===== config.mk =====
export PLATFORM = sky130hd
export DESIGN_NAME = bit_clk_recovery
export DESIGN_NICKNAME = d
export VERILOG_FILES = /design/src/rtl/bcr_pkg.sv /design/src/rtl/bcr_sync.sv /design/src/rtl/bcr_phase.sv /design/src/rtl/bcr_vote.sv /design/src/rtl/bit_clk_recovery.sv
export SDC_FILE = /design/constraint.sdc
export NUM_CORES = 1
export LEC_CHECK = 0
export BUFFER_PORTS_ARGS = -buffer_cell sky130_fd_sc_hd__buf_4
export CAP_MARGIN = 20
export CORE_MARGIN = 2
export CORE_UTILIZATION = 56
export CTS_CLUSTER_DIAMETER = 120
export DETAILED_ROUTE_END_ITERATION = 6
export GPL_TIMING_DRIVEN = 0
export PLACE_DENSITY = 0.76
export REMOVE_ABC_BUFFERS = 1
export SKIP_LAST_GASP = 1
export SYNTH_ARGS = -nofsm -noshare
export SYNTH_HDL_FRONTEND = slang
export SYNTH_HIERARCHICAL = 1
export SYNTH_SLANG_ARGS = --single-unit

===== constraint.sdc =====
create_clock -name clk -period 1.77 [get_ports clk]
set_input_delay 0.354 -clock clk [delete_from_list [all_inputs] [get_ports clk]]
set_output_delay 0.354 -clock clk [all_outputs]
set_load 0.01 [all_outputs]

===== src/rtl/bcr_pkg.sv =====
// Shared definitions for the bit clock and data recovery block.
// Assumes nothing beyond IEEE 1800-2017 packages.
package bcr_pkg;

    // How far the phase counter moves in one sample cycle.
    typedef enum logic [1:0] {
        ADV_HOLD = 2'd0,   // retard: transition arrived early in the bit
        ADV_ONE  = 2'd1,   // nominal step
        ADV_TWO  = 2'd2    // advance: transition arrived late in the bit
    } adv_e;

    // Two-out-of-three vote.
    function automatic logic maj3(input logic a, input logic b, input logic c);
        return (a & b) | (a & c) | (b & c);
    endfunction

endpackage


===== src/rtl/bcr_sync.sv =====
// Input synchroniser and transition detector.
// Brings the asynchronous bit stream into the sample clock domain through
// STAGES flops and flags every change of the synchronised value.
// Assumes STAGES >= 2.
module bcr_sync #(
    parameter int STAGES = 2
) (
    input  logic clk,
    input  logic rst_n,
    input  logic rx_raw,
    output logic rx_s,
    output logic edge_seen
);

    logic [STAGES-1:0] sr;
    logic              prev;

    // Purpose: shift the raw input through the synchroniser and keep the last value.
    always_ff @(posedge clk) begin
        if (!rst_n) begin
            sr   <= '0;
            prev <= 1'b0;
        end else begin
            sr   <= {sr[STAGES-2:0], rx_raw};
            prev <= sr[STAGES-1];
        end
    end

    assign rx_s      = sr[STAGES-1];
    assign edge_seen = rx_s ^ prev;

endmodule


===== src/rtl/bcr_phase.sv =====
// Digital phase loop, bit clock generator and lock detector.
// A phase counter counts OSR samples per bit, with phase 0 the expected
// bit boundary. A transition seen in the first half of the bit holds the
// counter for one cycle, and one seen in the second half steps it by two,
// so each transition pulls the loop one sample toward it. The counter
// emits a centre strobe for the vote and drives the clock high for the
// first half of the bit. Assumes OSR >= 8 and LOCK_WIN < OSR/2.
module bcr_phase #(
    parameter int OSR        = 16,
    parameter int LOCK_EDGES = 8,
    parameter int LOCK_WIN   = 2
) (
    input  logic clk,
    input  logic rst_n,
    input  logic en,
    input  logic edge_seen,
    output logic strobe,
    output logic bclk,
    output logic locked
);
    import bcr_pkg::*;

    localparam int PW = $clog2(OSR);
    localparam int CW = $clog2(LOCK_EDGES + 1);
    localparam logic [PW-1:0] C_CTR   = PW'(OSR / 2);
    localparam logic [PW-1:0] C_STB   = PW'(OSR / 2 + 1);
    localparam logic [PW-1:0] C_LAST  = PW'(OSR - 1);
    localparam logic [PW-1:0] C_WLO   = PW'(LOCK_WIN);
    localparam logic [PW-1:0] C_WHI   = PW'(OSR - LOCK_WIN);
    localparam logic [PW:0]   C_OSRW  = (PW+1)'(OSR);
    localparam logic [CW-1:0] C_LMAX  = CW'(LOCK_EDGES);
    localparam logic [CW-1:0] C_LARM  = CW'(LOCK_EDGES - 1);

    logic [PW-1:0] ph, ph_nxt;
    logic [PW:0]   ph_two;
    logic [CW-1:0] cnt;
    adv_e          adv;
    logic          in_win;

    // Purpose: choose the phase step from where the last transition landed.
    always_comb begin
        if (!edge_seen || ph == '0) adv = ADV_ONE;
        else if (ph <= C_CTR)       adv = ADV_HOLD;
        else                        adv = ADV_TWO;
    end

    // Purpose: next phase, wrapping modulo OSR.
    always_comb begin
        ph_two = {1'b0, ph} + (PW+1)'(2);
        if (ph_two >= C_OSRW) ph_two = ph_two - C_OSRW;
        case (adv)
            ADV_HOLD: ph_nxt = ph;
            ADV_TWO:  ph_nxt = ph_two[PW-1:0];
            default:  ph_nxt = (ph == C_LAST) ? '0 : ph + 1'b1;
        endcase
    end

    assign in_win = (ph <= C_WLO) || (ph >= C_WHI);
    assign strobe = en && (ph == C_STB);

    // Purpose: phase register and registered bit clock (high in first half-bit).
    always_ff @(posedge clk) begin
        if (!rst_n || !en) begin
            ph   <= '0;
            bclk <= 1'b0;
        end else begin
            ph   <= ph_nxt;
            bclk <= (ph_nxt < C_CTR);
        end
    end

    // Purpose: count consecutive in-window transitions and raise lock.
    always_ff @(posedge clk) begin
        if (!rst_n || !en) begin
            cnt    <= '0;
            locked <= 1'b0;
        end else if (edge_seen) begin
            if (in_win) begin
                if (cnt != C_LMAX) cnt <= cnt + 1'b1;
                locked <= (cnt >= C_LARM);
            end else begin
                cnt    <= '0;
                locked <= 1'b0;
            end
        end
    end

    // with no transition the phase steps by exactly one sample.
    p_free_step_r8: assert property (@(posedge clk) disable iff (!rst_n)
        (en && $past(en) && !$past(edge_seen)) |->
            (($past(ph) == C_LAST) ? (ph == '0) : (ph == $past(ph) + 1'b1)));

    // lock can only rise straight after a transition.
    p_lock_edge_r9: assert property (@(posedge clk) disable iff (!rst_n)
        $rose(locked) |-> $past(edge_seen));

endmodule


===== src/rtl/bcr_vote.sv =====
// Centre-of-bit majority decision.
// Keeps the two previous synchronised samples. On the strobe, one sample
// past the bit centre, it registers the majority of those two and the
// current sample. Assumes the strobe comes once per bit.
module bcr_vote (
    input  logic clk,
    input  logic rst_n,
    input  logic rx_s,
    input  logic strobe,
    output logic bit_q
);
    import bcr_pkg::*;

    logic [1:0] hist;

    // Purpose: sample history and voted bit register.
    always_ff @(posedge clk) begin
        if (!rst_n) begin
            hist  <= '0;
            bit_q <= 1'b0;
        end else begin
            hist <= {hist[0], rx_s};
            if (strobe) bit_q <= maj3(hist[1], hist[0], rx_s);
        end
    end

    // the decided bit only moves on a centre strobe.
    p_vote_on_strobe_r4: assert property (@(posedge clk) disable iff (!rst_n)
        !$stable(bit_q) |-> $past(strobe));

endmodule


===== src/rtl/bit_clk_recovery.sv =====
// Bit clock and data recovery, top level.
// Synchronises the demodulated stream, runs the phase loop and the vote,
// and selects between the regenerated data with its clock (clk_dis = 0)
// and a plain synchronised bypass with the clocks held low (clk_dis = 1).
// Assumes clk runs at OSR times the nominal bit rate and clk_dis changes
// synchronously to clk.
module bit_clk_recovery #(
    parameter int OSR         = 16,
    parameter int SYNC_STAGES = 2,
    parameter int LOCK_EDGES  = 8,
    parameter int LOCK_WIN    = 2
) (
    input  logic clk,
    input  logic rst_n,
    input  logic clk_dis,
    input  logic rx_raw,
    output logic data_out,
    output logic bclk_out,
    output logic irq_clk_out,
    output logic locked
);

    logic en, rx_s, edge_seen, strobe, bclk, bit_q;
    logic [1:0] age;

    assign en = !clk_dis;

    bcr_sync #(.STAGES(SYNC_STAGES)) u_sync (
        .clk(clk), .rst_n(rst_n), .rx_raw(rx_raw),
        .rx_s(rx_s), .edge_seen(edge_seen)
    );

    bcr_phase #(.OSR(OSR), .LOCK_EDGES(LOCK_EDGES), .LOCK_WIN(LOCK_WIN)) u_phase (
        .clk(clk), .rst_n(rst_n), .en(en), .edge_seen(edge_seen),
        .strobe(strobe), .bclk(bclk), .locked(locked)
    );

    bcr_vote u_vote (
        .clk(clk), .rst_n(rst_n), .rx_s(rx_s), .strobe(strobe), .bit_q(bit_q)
    );

    assign data_out    = en ? bit_q : rx_s;
    assign bclk_out    = bclk;
    assign irq_clk_out = bclk;

    // Purpose: cycles since reset, saturating, to qualify history-based checks.
    always_ff @(posedge clk) begin
        if (!rst_n)            age <= 2'd0;
        else if (age != 2'd3)  age <= age + 2'd1;
    end

    // clocks and lock are quiet once disabled for a cycle.
    p_quiet_off_r1: assert property (@(posedge clk) disable iff (!rst_n)
        (age != 2'd0 && clk_dis && $past(clk_dis)) |->
            (!bclk_out && !irq_clk_out && !locked));

    // bypass is the input delayed by the synchroniser.
    p_bypass_delay_r2: assert property (@(posedge clk) disable iff (!rst_n)
        (age == 2'd3 && SYNC_STAGES == 2 && clk_dis) |-> (data_out == $past(rx_raw, 2)));

    // data holds still across the rising clock edge.
    p_stable_at_rise_r3: assert property (@(posedge clk) disable iff (!rst_n)
        (age != 2'd0 && !clk_dis && !$past(clk_dis) && bclk_out && !$past(bclk_out))
            |-> $stable(data_out));

endmodule


==> results of run 1 <==
## worst max-delay path, cell delays in order, from the launching register on
cell       delay (ns)
dfxtp_1          0.51
xor2_4           0.40
a21oi_1          0.09
a2bb2oi_1        0.16
a32oi_1          0.22
nor2b_1          0.14
## repair_timing
action | in CTS | in global routing
cloned | 0 | 0
endpoints found under the setup margin | 7 | 5
resized for setup | 1 | 2
## metrics by stage
stage          power, mW  utilization (%)  worst slack (ns)  TNS, ns
4_1_cts            0.687             65.3            0.0458        0
3_5_place_dp       0.449             62.4            -0.224   -0.806
5_1_grt            0.714             66.1           0.00235        0
6_report           0.679             66.1             0.186        0
3_3_place_gp       0.445             62.4            -0.188   -0.620
2_1_floorplan      0.425                -             0.142        0
## area by class of cell
class	instances	area share [%]
multi-input combinational	74	54.5
sequential	16	32.3
clock buffer	4	3.64
timing repair buffer	7	5.28
inverter	6	2.26
tap	16	2.01
## state kept, by name, indices dropped and copies added (netlist names)
signal	count
u_phase/cnt	4
u_phase/ph	4
u_sync/sr	2
u_vote/hist	2
u_phase/bclk	1
u_phase/locked	1
u_sync/prev	1
u_vote/bit_q	1
## cells by family (layout without fill, tap and decap cells)
group	count (synthesis)	count (layout)	synth area share, %
compound gates	20	20	16.2
simple gates	41	41	26.1
fa+ha+maj	7	7	9.83
xor+xnor	4	4	3.93
buf+inv	10	17	5.20
flops	16	16	36.0
mux	2	2	2.81
## power by group through the flow
stage	combinational [mW]	sequential, mW	clock [mW]
4_1_cts	0.0637	0.378	0.245
3_3_place_gp	0.0597	0.386	0
5_1_grt	0.0720	0.381	0.261
3_5_place_dp	0.0630	0.386	0
6_report	0.0644	0.379	0.236
2_1_floorplan	0.0405	0.385	0
## metal layers
| metal | vias to the layer above | wire length, um | GRT usage [%] |
|---|---|---|---|
| li1 | 365 | - | - |
| met1 | 354 | 735 | 22.8 |
| met2 | 12 | 854 | 38.8 |
| met3 | 2 | 42 | 6.25 |
| met4 | 0 | 14 | 5.45 |
| met5 | - | 0 | 0 |
## cells in the mapped netlist, drive strengths merged (2+ instances only)
library cell | count | share of area [%]
nand2b | 8 | 5.6
a31oi | 5 | 3.5
a21oi | 4 | 2.2
xor2 | 3 | 2.9
buf | 3 | 2.2
ha | 7 | 9.8
o21ai | 4 | 2.2
nand2 | 5 | 2.1
dfxtp | 16 | 36
nand3 | 7 | 3.9
and2 | 5 | 3.8
nor2b | 2 | 1.4
nand4 | 4 | 2.8
a32oi | 2 | 2.0
nor2 | 5 | 2.1
inv | 6 | 2.5
## cells in the final DEF, fill, tap and decap left out, types with 2 or more instances in the layout
cell / netlist / layout
a21oi_1: 4 / 4
a31oi_1: 5 / 5
a32oi_1: 2 / 2
and2_1: 3 / 3
and2_2: 2 / 2
buf_4: 2 / 7
clkbuf_4: 0 / 3
dfxtp_1: 16 / 15
ha_1: 7 / 7
inv_1: 6 / 6
nand2_1: 5 / 5
nand2b_1: 8 / 8
nand3_1: 7 / 7
nand4_1: 4 / 4
nor2_1: 5 / 5
nor2b_1: 2 / 2
o21ai_0: 3 / 3
xor2_1: 3 / 2
## path summary, 6_finish.rpt
path,end,slack [ns],cells after the start
setup / recovery,u_phase/bclk$_SDFF_PP0_,0.19,5
hold / removal,u_sync/sr[0]$_SDFF_PN0_,0.27,2
setup reg to reg,u_phase/bclk$_SDFF_PP0_,0.19,5
hold reg to reg,u_sync/sr[1]$_SDFF_PN0_,0.44,1
==> results.toml, run 1 <==
[status]
status = "finished clean"

[power]
clkPwrFrac_pct = 34.7
p_sw_share_pct = 23.0
comb_power_share_pct = 9.5
power_density_mw_per_mm2 = 682
power.leakage_nw = 0.395
p_sw_mw = 0.156
intPower_mw = 0.523
peakVddDrop_v = 0.000562
seqPwrFrac_pct = 55.8

[critical_path]
cp_data_required_time_ns = 1.99
criticalPathCategory = "register to register"
crit_fanout = 18
cp-start-kind = "register"
crit_start = "u_sync/sr[1]$_SDFF_PN0_"
worstReg2RegStart = "u_sync/sr[1]$_SDFF_PN0_"
end_kind = "register"
worstPathArrival_ns = 1.81

[routing]
wire_per_inst_um = 13.4
routed_via_density = 5.96
drt_first_iter_violations = 12
drc = 0
dr.pass1.iters = 5
route.vias.total = 733
postRouteAntennaNets = 0
wl_um = 1650

[clock_tree]
htreeDepth = 1
clockRootBuffer = "clkbuf_4"
clk_transition_reported_paths_ns = 0.09
post_cts_buffers = 0
cts_buffer_depth = 2
clock-sinks = 16
cts_buffers = 3
cts_tree = "yes"
clk_latency_ns = 0.28
holdBufCountCts = 0

[final_layout]
nets = 119
fin_cells = 123
nFillCells = 138
final-seq-area_um2 = 322
area_growth_pct = 11.8
multi_input_area_um2 = 543
finalInstanceArea_um2 = 996
final_layout_size_suffix_gt1_share_pct = 17.8
antennaDiodeCount = 0

[global_route]
grt_first_pass_wirelength_um = 2950
gr-usage-all-layers_pct = 20.9
overflow = 0
grt_max_degree = 19
grt_pass1_vias = 701
antenna_found_initial = 0

[yosys]
seq_area_frac_synth_pct = 36.0
async_reset_ff_share_pct = 0
syn_avg_cell_area_um2 = 8.91
synth_edf_count = 0
synthFlopType = "dfxtp_1"
yosys_warnings = 6
netlist_area_um2 = 891
synth_seq_cells = 16
yosysUniqueCellTypes = 33
synthCells = 100

[floorplanning]
dieArea_mm2 = 0.00193
fp.dieW_um = 43.9
die_y_um = 43.9
num_rows = 14
core_mm2 = 0.00151
ios = 8
start_util_pct = 59.1

[sta]
hold_viol = 0
slew_viol_final = 0
worstMarginPinSlew_ns = 0.419
finalSetupViolations = 0
fmax_mhz = 631
rsz0062_at_grt = "false"
skew_ns = 0.00287
fin_crit_sh_pct = 89.5
slew-limit-headroom_pct = 72.0
holdWs_ns = 0.274
layout_min_cycle_time_ns = 1.58

[hold_path]
hp-start = "rx_raw"
hp-class = "input pin to register"

[place]
post-place-cells = 119
gp_congestion = 0.691
placedInstanceArea_um2 = 940
io_buffer_count = 7
hpwl_um = 1190

[flow_run]
cap_violations = 0
No activity file was read; power rests on OpenSTA's default activity.
==> run 2, diff against run 1 <==
--- a/config.mk
+++ b/config.mk
@@ -8,11 +8,11 @@
 export BUFFER_PORTS_ARGS = -buffer_cell sky130_fd_sc_hd__buf_4
 export CAP_MARGIN = 20
 export CORE_MARGIN = 2
-export CORE_UTILIZATION = 56
+export CORE_UTILIZATION = 61
 export CTS_CLUSTER_DIAMETER = 120
 export DETAILED_ROUTE_END_ITERATION = 6
 export GPL_TIMING_DRIVEN = 0
-export PLACE_DENSITY = 0.76
+export PLACE_DENSITY = 0.81
 export REMOVE_ABC_BUFFERS = 1
 export SKIP_LAST_GASP = 1
 export SYNTH_ARGS = -nofsm -noshare
==> constraint.sdc (replaced) <==
create_clock -name clk -period 1.9 [get_ports clk]
set_input_delay 0.38 -clock clk [delete_from_list [all_inputs] [get_ports clk]]
set_output_delay 0.38 -clock clk [all_outputs]
set_load 0.01 [all_outputs]
==> results.toml, run 2 (synthesis results as in run 1) <==
[clock_tree]
clk_transition_reported_paths_ns = 0.10
post_cts_buffers = 0
cts_buffer_depth = 2
clockRootBuffer = "clkbuf_4"
cts_tree = "yes"
clk_latency_ns = 0.29
clock-sinks = 16
cts_buffers = 3
htreeDepth = 1

[global_route]
gr-usage-all-layers_pct = 20.2
grt_pass1_vias = 673
antenna_found_initial = 0
overflow = 0
grt_max_degree = 19
grt_first_pass_wirelength_um = 2770

[routing]
wire_per_inst_um = 13.3
drt_first_iter_violations = 15
routed_via_density = 5.98
wl_um = 1630
dr.pass1.iters = 4
route.vias.total = 730
drc = 0
postRouteAntennaNets = 0

[sta]
layout_min_cycle_time_ns = 1.59
hold_viol = 0
fin_setup_tns_ns = 0
slew_viol_final = 0
fin_crit_sh_pct = 83.8
holdWs_ns = 0.300
slew-limit-headroom_pct = 67.1
fmax_mhz = 628
skew_ns = 0.00252
finalSetupViolations = 0
worstMarginPinSlew_ns = 0.493
rsz0062_at_grt = "false"

[critical_path]
regToRegSetupSlack_ns = 0.31
worstPathArrival_ns = 1.82
cp_top_family = "flip-flops"
worstReg2RegStart = "u_sync/sr[1]$_SDFF_PN0_"
end_kind = "register"
criticalPathCategory = "register to register"
ff2ff_path_depth = 5
slowest_delay_ns = 0.50
worst_r2r_endpoint = "u_phase/bclk$_SDFF_PP0_"
cp_data_required_time_ns = 2.13
cp-start-kind = "register"
crit_fanout = 18
cp.buffers_inverters = 0
cp_cell_sequence = "xor2_4, a21oi_1, a2bb2oi_1, a32oi_1, nor2b_1"
crit_slowest_cell = "dfxtp_1"

[hold_path]
whs_endpoint = "u_sync/sr[0]$_SDFF_PN0_"
hold_depth = 2
hp-class = "input pin to register"
hp-start = "rx_raw"

[power]
peakVddDrop_v = 0.000562
power.leakage_nw = 0.395
power_density_mw_per_mm2 = 648
power_mw = 0.643

[status]
status = "finished clean"

[place]
placedInstanceArea_um2 = 938
hpwl_um = 1130
post-place-cells = 118
gp_congestion = 0.721
io_buffer_count = 7

[floorplanning]
num_rows = 13
dieArea_mm2 = 0.00178
die_y_um = 42.2
ios = 8
fp.dieW_um = 42.2
start_util_pct = 66.8
core_mm2 = 0.00133

[final_layout]
area_growth_pct = 11.5
largest_registers = "u_phase/cnt x4, u_phase/ph x4"
most-common-layout-cells = "16 x dfxtp_1, 8 x nand2b_1, 7 x buf_4, 7 x nand3_1, 7 x ha_1"
nets = 119
antennaDiodeCount = 0
layout_commonest_cell = "dfxtp_1"
final_layout_size_suffix_gt1_share_pct = 16.8
fin_cells = 122
nFillCells = 96
finalInstanceArea_um2 = 993

[flow_run]
cap_violations = 0
==> run 2: final cells by class <==
type | count | area [um^2] | area share, %
Tap cell | 15 | 18.8 | 1.89
Sequential cell | 16 | 320 | 32.2
Multi-Input combinational cell | 74 | 543 | 54.7
Inverter | 6 | 22.5 | 2.27
Clock buffer | 4 | 36.3 | 3.65
Timing Repair Buffer | 7 | 52.6 | 5.29
==> run 2: worst max path at each step <==
stage | from | endpoint | cells past startpoint
3_5_place_dp | u_sync/sr[1]$_SDFF_PN0_ | u_phase/bclk$_SDFF_PP0_ | 5
4_1_cts | u_sync/sr[1]$_SDFF_PN0_ | u_phase/bclk$_SDFF_PP0_ | 5
3_3_place_gp | u_sync/sr[1]$_SDFF_PN0_ | u_phase/bclk$_SDFF_PP0_ | 5
6_report | u_sync/sr[1]$_SDFF_PN0_ | u_phase/bclk$_SDFF_PP0_ | 5
2_1_floorplan | u_sync/sr[1]$_SDFF_PN0_ | u_phase/bclk$_SDFF_PP0_ | 5
5_1_grt | u_sync/sr[1]$_SDFF_PN0_ | u_phase/bclk$_SDFF_PP0_ | 5
==> run 2: power breakdown <==
part	internal (mW)	switching [mW]
logic	0.0282	0.0324
clock network	0.117	0.113
registers	0.343	0.00992
total	0.488	0.156
==> run 2: repair_timing <==
item	4_1_cts	5_1_grt
hold buffers	0	0
gates resized for setup	1	1
endpoints found under the setup margin	4	1
gates cloned	0	0
hold endpoints to repair	0	0
pin swaps	0	0
==> run 2: metrics by stage <==
step | util [%] | worst slack (ns)
global route | 74.5 | 0.175
finish | 74.5 | 0.307
floorplan | - | 0.272
CTS | 73.6 | 0.162
detailed placement | 70.4 | -0.152
global placement | 70.4 | -0.0663
==> run 2: layer usage <==
layer / wire length [um] / GRT usage [%] / up-vias / share of wire [%]
met3: 71 / 8.19 / 2 / 4.4
met5: 0 / 0 / - / 0
met2: 795 / 33.2 / 18 / 49
met4: 14 / 8.13 / 0 / 0.86
li1: - / - / 368 / -
met1: 746 / 23.0 / 342 / 46
